File: config.mk
export PLATFORM = sky130hd
export DESIGN_NAME = tick_prescaler_tree
export DESIGN_NICKNAME = d
export VERILOG_FILES = /design/src/rtl/tick_tree_pkg.sv /design/src/rtl/psc_counter.sv /design/src/rtl/ext_edge_sync.sv /design/src/rtl/chan_divider.sv /design/src/rtl/tick_prescaler_tree.sv
export SDC_FILE = /design/constraint.sdc
export NUM_CORES = 1
export LEC_CHECK = 0
export BUFFER_PORTS_ARGS = -buffer_cell sky130_fd_sc_hd__buf_2
export CELL_PAD_IN_SITES_DETAIL_PLACEMENT = 0
export CELL_PAD_IN_SITES_GLOBAL_PLACEMENT = 1
export CORE_ASPECT_RATIO = 0.7
export CORE_UTILIZATION = 41
export DETAILED_ROUTE_END_ITERATION = 16
export GPL_ROUTABILITY_DRIVEN = 0
export GPL_TIMING_DRIVEN = 0
export PLACE_DENSITY_LB_ADDON = 0.1
export SYNTH_ARGS = -nofsm -noshare
export SYNTH_HDL_FRONTEND = slang
export SYNTH_SLANG_ARGS = --single-unit
File: constraint.sdc
create_clock -name clk -period 2 [get_ports clk]
set_clock_uncertainty 0.1 [all_clocks]
set_input_delay 0.4 -clock clk [delete_from_list [all_inputs] [get_ports clk]]
set_output_delay 0.4 -clock clk [all_outputs]
set_load 0.005 [all_outputs]
File: src/rtl/tick_tree_pkg.sv
package tick_tree_pkg;

    localparam int unsigned FIELD_W   = 4;
    localparam int unsigned DIV_CNT_W = 4;
    localparam int unsigned NUM_GROUPS = 2;

    localparam int unsigned ADDR_PSC_WORD = 0;
    localparam int unsigned ADDR_CH_WORD  = 1;
    localparam int unsigned ADDR_FIELD0   = 2;

    // Field codes of 4 and above hand the channel to its external clock.
    function automatic logic field_is_ext(input logic [FIELD_W-1:0] f);
        return |f[FIELD_W-1:2];
    endfunction

    // Terminal count of the channel divider: ratio minus one.
    function automatic logic [DIV_CNT_W-1:0] field_last(input logic [FIELD_W-1:0] f);
        logic [DIV_CNT_W-1:0] r;
        case (f[1:0])
            2'd0:    r = 4'd1;
            2'd1:    r = 4'd3;
            2'd2:    r = 4'd7;
            default: r = 4'd15;
        endcase
        return r;
    endfunction

endpackage

File: src/rtl/psc_counter.sv
module psc_counter #(
    parameter int unsigned PSC_W = 8
) (
    input  logic             clk,
    input  logic             rst,
    input  logic             reload,
    input  logic [PSC_W-1:0] ratio_m1,
    output logic             pulse
);

    typedef struct packed {
        logic [PSC_W-1:0] cnt;
    } psc_state_t;

    psc_state_t st_d, st_q;

    always_comb begin
        st_d  = st_q;
        pulse = (st_q.cnt == ratio_m1);
        if (reload) begin
            st_d.cnt = '0;
        end else if (pulse) begin
            st_d.cnt = '0;
        end else begin
            st_d.cnt = st_q.cnt + 1'b1;
        end
    end

    always_ff @(posedge clk) begin
        if (rst) st_q <= '0;
        else     st_q <= st_d;
    end

    // the count never runs past the programmed terminal value
    p_cnt_bound_r2: assert property (@(posedge clk) disable iff (rst)
        st_q.cnt <= ratio_m1)
        else $error("prescaler count beyond terminal value");

endmodule

File: src/rtl/ext_edge_sync.sv
module ext_edge_sync #(
    parameter int unsigned SYNC_STAGES = 2
) (
    input  logic clk,
    input  logic rst,
    input  logic ext_in,
    output logic rise
);

    localparam int unsigned SH_W = SYNC_STAGES + 1;

    typedef struct packed {
        logic [SH_W-1:0] sh;
    } sync_state_t;

    sync_state_t st_d, st_q;

    always_comb begin
        st_d.sh = {st_q.sh[SH_W-2:0], ext_in};
        rise    = st_q.sh[SYNC_STAGES-1] & ~st_q.sh[SYNC_STAGES];
    end

    always_ff @(posedge clk) begin
        if (rst) st_q <= '0;
        else     st_q <= st_d;
    end

    // an edge is reported for one cycle only
    p_rise_single_r9: assert property (@(posedge clk) disable iff (rst)
        rise |=> !rise)
        else $error("edge detector held high two cycles");

endmodule

File: src/rtl/chan_divider.sv
module chan_divider
    import tick_tree_pkg::*;
(
    input  logic               clk,
    input  logic               rst,
    input  logic               clr,
    input  logic [FIELD_W-1:0] field,
    input  logic               psc_pulse,
    input  logic               ext_rise,
    output logic               tick
);

    typedef struct packed {
        logic [DIV_CNT_W-1:0] cnt;
    } div_state_t;

    div_state_t st_d, st_q;
    logic                 use_ext;
    logic [DIV_CNT_W-1:0] last;
    logic                 at_last;

    always_comb begin
        use_ext = field_is_ext(field);
        last    = field_last(field);
        at_last = (st_q.cnt == last);
        st_d    = st_q;
        if (clr) begin
            st_d.cnt = '0;
        end else if (!use_ext && psc_pulse) begin
            st_d.cnt = at_last ? '0 : st_q.cnt + 1'b1;
        end
        tick = use_ext ? ext_rise : (psc_pulse && at_last);
    end

    always_ff @(posedge clk) begin
        if (rst) st_q <= '0;
        else     st_q <= st_d;
    end

    // divider count stays inside the selected ratio
    p_div_bound_r4: assert property (@(posedge clk) disable iff (rst)
        !use_ext |-> (st_q.cnt <= last))
        else $error("channel divider count out of range");

    // in external mode nothing but a synchronized edge makes a tick
    p_ext_only_r5: assert property (@(posedge clk) disable iff (rst)
        (use_ext && !ext_rise) |-> !tick)
        else $error("tick in external mode without an edge");

    // no back-to-back ticks unless the configuration was just rewritten
    p_tick_single_r9: assert property (@(posedge clk) disable iff (rst)
        (tick && !clr) |=> !tick)
        else $error("channel tick held two cycles");

endmodule

File: src/rtl/tick_prescaler_tree.sv
module tick_prescaler_tree
    import tick_tree_pkg::*;
#(
    parameter int unsigned NUM_CH        = 5,
    parameter int unsigned PSC_W         = 8,
    parameter int unsigned GROUP1_FIRST  = 2,
    parameter int unsigned ADDR_W        = 3,
    parameter int unsigned SYNC_STAGES   = 2
) (
    input  logic                clk,
    input  logic                rst,
    input  logic                wr_en,
    input  logic [ADDR_W-1:0]   wr_addr,
    input  logic [((NUM_CH*FIELD_W) > (NUM_GROUPS*PSC_W) ? (NUM_CH*FIELD_W) : (NUM_GROUPS*PSC_W))-1:0] wr_data,
    input  logic [NUM_GROUPS-1:0] ext_clk,
    output logic [NUM_CH-1:0]   tick
);

    localparam int unsigned CH_WORD_W  = NUM_CH * FIELD_W;
    localparam int unsigned PSC_WORD_W = NUM_GROUPS * PSC_W;
    localparam int unsigned FIRST_UNMAPPED = ADDR_FIELD0 + NUM_CH;

    typedef struct packed {
        logic [PSC_WORD_W-1:0] psc_word;
        logic [CH_WORD_W-1:0]  ch_word;
    } cfg_t;

    cfg_t                  cfg_d, cfg_q;
    logic                  psc_reload;
    logic [NUM_CH-1:0]     ch_clr;
    logic [NUM_GROUPS-1:0] psc_pulse;
    logic [NUM_GROUPS-1:0] ext_rise;

    // Write decode and per-field read-modify-write merge.
    always_comb begin
        cfg_d      = cfg_q;
        psc_reload = 1'b0;
        ch_clr     = '0;
        if (wr_en) begin
            if (int'(wr_addr) == ADDR_PSC_WORD) begin
                cfg_d.psc_word = wr_data[PSC_WORD_W-1:0];
                psc_reload     = 1'b1;
                ch_clr         = '1;
            end else if (int'(wr_addr) == ADDR_CH_WORD) begin
                cfg_d.ch_word = wr_data[CH_WORD_W-1:0];
                ch_clr        = '1;
            end else begin
                for (int i = 0; i < NUM_CH; i++) begin
                    if (int'(wr_addr) == ADDR_FIELD0 + i) begin
                        cfg_d.ch_word[i*FIELD_W +: FIELD_W] = wr_data[FIELD_W-1:0];
                        ch_clr[i] = 1'b1;
                    end
                end
            end
        end
    end

    always_ff @(posedge clk) begin
        if (rst) cfg_q <= '0;
        else     cfg_q <= cfg_d;
    end

    // Shared prescalers and external-edge detectors, one per group.
    for (genvar g = 0; g < NUM_GROUPS; g++) begin : g_group
        psc_counter #(.PSC_W(PSC_W)) u_psc (
            .clk      (clk),
            .rst      (rst),
            .reload   (psc_reload),
            .ratio_m1 (cfg_q.psc_word[g*PSC_W +: PSC_W]),
            .pulse    (psc_pulse[g])
        );

        ext_edge_sync #(.SYNC_STAGES(SYNC_STAGES)) u_sync (
            .clk    (clk),
            .rst    (rst),
            .ext_in (ext_clk[g]),
            .rise   (ext_rise[g])
        );
    end

    // Per-channel divider / source select.
    for (genvar c = 0; c < NUM_CH; c++) begin : g_chan
        localparam int unsigned GRP = (c >= GROUP1_FIRST) ? 1 : 0;
        localparam logic [CH_WORD_W-1:0] OWN_MASK =
            {{(CH_WORD_W-FIELD_W){1'b0}}, {FIELD_W{1'b1}}} << (c*FIELD_W);

        chan_divider u_div (
            .clk       (clk),
            .rst       (rst),
            .clr       (ch_clr[c]),
            .field     (cfg_q.ch_word[c*FIELD_W +: FIELD_W]),
            .psc_pulse (psc_pulse[GRP]),
            .ext_rise  (ext_rise[GRP]),
            .tick      (tick[c])
        );

        // a single-field write leaves every other field as it was
        p_field_isolation_r6: assert property (@(posedge clk) disable iff (rst)
            (wr_en && int'(wr_addr) == ADDR_FIELD0 + c) |=>
                (((cfg_q.ch_word ^ $past(cfg_q.ch_word)) & ~OWN_MASK) == '0))
            else $error("field write disturbed another channel");
    end

    // writes above the field range change nothing
    p_unmapped_ignored_r10: assert property (@(posedge clk) disable iff (rst)
        (wr_en && int'(wr_addr) >= FIRST_UNMAPPED) |=> $stable(cfg_q))
        else $error("unmapped write altered configuration");

endmodule

## Word level (Yosys, flattened, before mapping)

Cells that the tools add are included.

| storage, ports and cells | value |
|---|---|
| flip-flop bits (word level) | 78 |
| output and inout bits | 5 |
| logic and storage cells | 125 |
| bits of input ports | 28 |

| cells by class | value |
|---|---|
| equality and inequality tests | 23 |
| reductions and logical operators | 44 |
| mux-type cells | 31 |
| bitwise gates (word level) | 5 |
| $add $sub $neg | 7 |

Operators by type and width:

| cell | count |
|---|---|
| $pmux W4 S3 | 5 |
| $mux W4 | 10 |
| $add A4 B1 Y4 const B | 5 |
| $eq A4 B4 Y1 | 5 |
| $mux W20 | 1 |
| $reduce_or A2 Y1 | 10 |
| $add A8 B1 Y8 const B | 2 |
| $eq A8 B8 Y1 | 2 |
| $mux W5 | 3 |
| $reduce_and A3 Y1 | 5 |
| $mux W1 | 12 |
| $eq A2 B1 Y1 const B | 5 |
| $eq A2 B2 Y1 const B | 5 |
| $logic_and A1 B1 Y1 | 10 |
| $logic_not A2 Y1 | 5 |
| $reduce_bool A2 Y1 | 5 |
| $eq A3 B3 Y1 const B | 3 |
| $eq A3 B2 Y1 const B | 2 |
| $reduce_or A3 Y1 | 2 |
| $logic_not A1 Y1 | 5 |
| $eq A3 B1 Y1 const B | 1 |
| $logic_not A3 Y1 | 1 |
| $not A1 Y1 | 3 |
| $and A1 B1 Y1 | 2 |
| $reduce_and A2 Y1 | 1 |

## Depth between registers and ports, before layout

| logic depth | value |
|---|---|
| depth in word-level cells | 6 |
| mapped depth | 7 |
| depth with buffers taken out | 5 |

## Cells and area by module

A second synthesis with hierarchy kept.

| second synthesis, totals | value |
|---|---|
| cell total of the unflattened synthesis | 451 |
| area total of the unflattened synthesis | 4093.9 um2 |

Modules (own cells, without submodules):

| module | area an instance (um2) | cells each | seq. area each (um2) | times used |
|---|---|---|---|---|
| tick_prescaler_tree | 1606.5 | 183 | 720.7 | 1 |
| chan_divider | 275.3 | 32 | 80.1 | 5 |
| psc_counter | 467.9 | 47 | 160.2 | 2 |
| ext_edge_sync | 87.6 | 7 | 60.1 | 2 |

## Least setup slack after synthesis

Ideal clock, no wire load.

| path | value |
|---|---|
| path kind | register to output |
| start | register g_group[0].u_psc.st_q[0] in the netlist's numbering |
| end | output tick[1] |
| buffers on the path | 1 |
| setup slack | -0.004 ns |
| stages on the path, launching flop included | 6 |
| arrival time | 1.504 ns |
| data required time | 1.500 ns |
| cells stage by stage | dfxtp_1 -> xnor2_1 -> nand4_1 -> or4_1 -> o22ai_1 -> buf_4 |

| between the ends | value |
|---|---|
| longest elaborated chain between the ends | 3 |

RTL lines:

| item | line | source |
|---|---|---|
| start, declared | psc_counter.sv:15 | `psc_state_t st_d, st_q;` |
| start signal, assigned | psc_counter.sv:31 | `else st_q <= st_d;` |
| $eq A8 B8 Y1 | psc_counter.sv:19 | `pulse = (st_q.cnt == ratio_m1);` |
| $logic_and A1 B1 Y1 | chan_divider.sv:32 | `tick = use_ext ? ext_rise : (psc_pulse && at_last);` |
| $mux W1 | chan_divider.sv:32 |  |
| end, declared | tick_prescaler_tree.sv:16 | `output logic [NUM_CH-1:0] tick` |

Every way passes these cells.

## Worst setup path in the final report

| path | value |
|---|---|
| start | register cfg_q[21] in the netlist's numbering |
| end | output tick[1] |

| between the ends | value |
|---|---|
| longest elaborated chain between the ends | 3 |

RTL lines:

| item | line | source |
|---|---|---|
| start, declared | tick_prescaler_tree.sv:28 | `cfg_t cfg_d, cfg_q;` |
| start signal, assigned | tick_prescaler_tree.sv:60 | `else cfg_q <= cfg_d;` |
| $eq A8 B8 Y1 | psc_counter.sv:19 |  |
| $logic_and A1 B1 Y1 | chan_divider.sv:32 |  |
| $mux W1 | chan_divider.sv:32 |  |

Every way passes these cells.

==> results.json <==
{
  "finalHoldViolCount": 0,
  "slew_headroom_pct": 58.23,
  "die_h_microns": 83.58,
  "detail_route.first_pass.iterations": 4,
  "initial_core_util_pct": 42.62,
  "hpwl_microns": 7116,
  "root_buffer": "clkbuf_16",
  "timing.fmax_mhz": 428.3,
  "syn_nets": 493,
  "dieArea_sq_um": 9907,
  "critical_path.max_fanout": 4,
  "routed_wirelength_microns": 10270,
  "hold_path.class": "primary input to flop",
  "clkSinkCount": 78,
  "syn_inst": 458,
  "reg2reg_slack_ns": 0.02,
  "drc": 0,
  "period_share_pct": 116.7,
  "power.switching_uw": 1216,
  "grt_max_degree": 13,
  "route.vias.total": 3529,
  "overflow": 0,
  "antenna_cells": 0,
  "cts_tree": "done",
  "peakVddDrop_uv": 415.4,
  "critPathKind": "flop to primary output",
  "grt_pass1_vias": 3356,
  "ys_seq_area_share_pct": 40.06,
  "synth_top_area_share_pct": 40.06,
  "htreeDepth": 3,
  "ys_types": 46,
  "synthTopCellsByCount": "dfxtp_1, nand2_1, nor2_1",
  "syn_area_sq_um": 3897,
  "combPwrFrac_pct": 21.2,
  "synthTopCellsByArea": "dfxtp_1, a21oi_1, xnor2_1, nand2_1, nor2_1",
  "cts_buffers": 9,
  "worst_hold_slack_ns": 0.1745,
  "grt_pass1_wl_microns": 16720,
  "wl_per_cell_microns": 15.53,
  "dieWidth_microns": 118.5,
  "worstMarginPinSlew_ns": 0.6223,
  "swShare_pct": 26.43,
  "yosysTopAreaCell": "dfxtp_1",
  "area_growth_syn_to_layout_pct": 31.33,
  "r2r-end": "g_chan[4].u_div.st_q[3]$_SDFFE_PP0P_",
  "setup_tns_ns": -0.9364,
  "period_needed_ns": 2.335,
  "end_kind": "primary output",
  "r2r_start": "g_group[1].u_psc.st_q[0]$_SDFF_PP0_",
  "hold_buffers": 0,
  "num_io_pins": 33,
  "regArea_sq_um": 1634,
  "nets": 568,
  "core_area_sq_um": 9144,
  "antenna_left": 0,
  "violations": "setup timing",
  "synth_edf_count": 0,
  "grt_setup_unrepaired": "true",
  "p_leak_uw": 0.001903,
  "io_buffer_count": 30,
  "async_flop_share_pct": 0,
  "setup_violations": 5,
  "status": "finished with violations",
  "layout-drive-gt1-share_pct": 29.80,
  "critPathArrivalTime_ns": 1.83,
  "ys.flop_type": "dfxtp_1",
  "hold_end": "g_group[1].u_sync.st_q[0]$_SDFF_PP0_",
  "ys_warn_count": 0,
  "worstSetupStartpointType": "flop",
  "holdCritStartpoint": "ext_clk[1]",
  "via_per_inst": 5.339,
  "num_rows": 29,
  "fin_ws_ns": -0.3347,
  "multi_input_area_sq_um": 2419,
  "p_clk_share_pct": 40.5,
  "internal_power_uw": 3384,
  "seq_power_share_pct": 38.3,
  "power.density_nw_per_um2": 898.7,
  "hold_depth": 2,
  "dr.first_iter.drc_count": 221,
  "num-fill-cells": 846,
  "grt_use_total_pct": 21.57,
  "cap_violations": 0,
  "final_max_slew_viol_count": 0,
  "max-clock-path-buffers": 2,
  "synth_most_common_cell": "dfxtp_1",
  "postSynthAreaPerCell_sq_um": 8.510,
  "required_ns": 1.50,
  "ys_seq_elements": 78,
  "clk_latency_ns": 0.33,
  "clk_pin_slew_ns": 0.06,
  "antenna_found_initial": 0,
  "rr_worst_depth": 7
}
==> layer usage <==
metal  global-route usage, %  routed length (microns)  up-vias
met5                       0                        0        -
met4                   4.258                       56        0
met3                   6.489                      452        5
met2                   33.33                     4597       69
met1                   29.73                     5160     1674
li1                        -                        -     1781
==> layout make-up <==
| type | instances | area share, % |
|---|---|---|
| sequential | 78 | 31.92 |
| buffer | 14 | 1.100 |
| clock inverter | 4 | 1.858 |
| multi-input combinational | 353 | 47.25 |
| inverter | 5 | 0.3667 |
| tap | 124 | 3.031 |
| clock buffer | 11 | 4.742 |
| timing repair buffer | 72 | 9.729 |
==> power by group through the flow <==
stage                     logic (uW)  clock network [uW]  registers (uW)
after CTS                        858                1900            1760
after global placement           668                   0            1780
final                            977                1860            1760
after detailed placement         676                   0            1790
after floorplan                  503                   0            1760
after global routing            1080                1970            1770
==> worst max-delay path, stage by stage, from the launching register on <==
cell and delay, ns:
dfxtp_2 0.34, xnor2_2 0.16, nand4_1 0.23, or4_4 0.55, o22ai_2 0.10, buf_2 0.13
==> worst max-delay path by stage <==
| stage | start | to | slack (ns) | depth (start not counted) |
|---|---|---|---|---|
| 6_report | cfg_q[21]$_SDFFE_PP0P_ | tick[1] | -0.33 | 5 |
| 3_5_place_dp | wr_addr[0] | g_group[1].u_psc.st_q[7]$_SDFF_PP0_ | -0.37 | 6 |
| 3_3_place_gp | wr_addr[0] | g_group[0].u_psc.st_q[7]$_SDFF_PP0_ | -0.34 | 6 |
| 2_1_floorplan | g_group[0].u_psc.st_q[0]$_SDFF_PP0_ | tick[0] | 0.002 | 5 |
| 5_1_grt | cfg_q[21]$_SDFFE_PP0P_ | tick[1] | -0.44 | 5 |
| 4_1_cts | g_group[0].u_psc.st_q[1]$_SDFF_PP0_ | tick[1] | -0.39 | 5 |
==> logic make-up (layout without fill, tap and decap cells) <==
| kind of cell | after synthesis | in the layout | share of synthesized area [%] |
|---|---|---|---|
| AOI/OAI and AO/OA | 95 | 95 | 14.90 |
| xor gates and xnor gates | 39 | 39 | 9.149 |
| adders and majority gates | 7 | 7 | 2.247 |
| buffers and inverters | 27 | 106 | 3.178 |
| DFF | 78 | 78 | 40.06 |
| muxes | 4 | 4 | 1.027 |
| and+or+nand+nor | 208 | 208 | 29.44 |
==> what timing repair did <==
action,in CTS,in global routing
pin swaps,24,19
setup buffers,31,11
gates resized for setup,67,16
setup endpoints to repair,10,12
==> flip-flops by register name, indices dropped and copies added, names as in the netlist <==
signal	flops
cfg_q	36
g_chan.u_div.st_q	20
g_group.u_sync.st_q	6
g_group.u_psc.st_q	16
==> layout by cell type (no fill, tap or decap), types with 8 or more instances in the layout <==
cell	n
dfxtp_4	14
dfxtp_2	16
nand2_1	51
dfxtp_1	48
clkbuf_1	12
nand2b_1	9
xnor2_2	11
xor2_1	15
nand3_1	17
buf_4	35
buf_2	32
a21oi_1	40
buf_6	8
nor2b_1	9
nor2_1	49
clkbuf_16	9
a211oi_1	17
xnor2_1	13
nand4b_1	8
==> stage by stage <==
| stage | total power, uW | cell area, sq um | worst slack, ns | cells | utilization (%) |
|---|---|---|---|---|---|
| after floorplan | 2261 | 3901 | 0.002366 | 458 | - |
| after global placement | 2452 | 4207 | -0.3425 | 612 | 46.00 |
| after detailed placement | 2463 | 4207 | -0.3672 | 612 | 46.00 |
| after CTS | 4519 | 4960 | -0.3911 | 650 | 54.24 |
| after global routing | 4823 | 5119 | -0.4393 | 661 | 55.98 |
| final | 4600 | 5119 | -0.3347 | 661 | 55.98 |
Power figures use the tool's default switching activity.
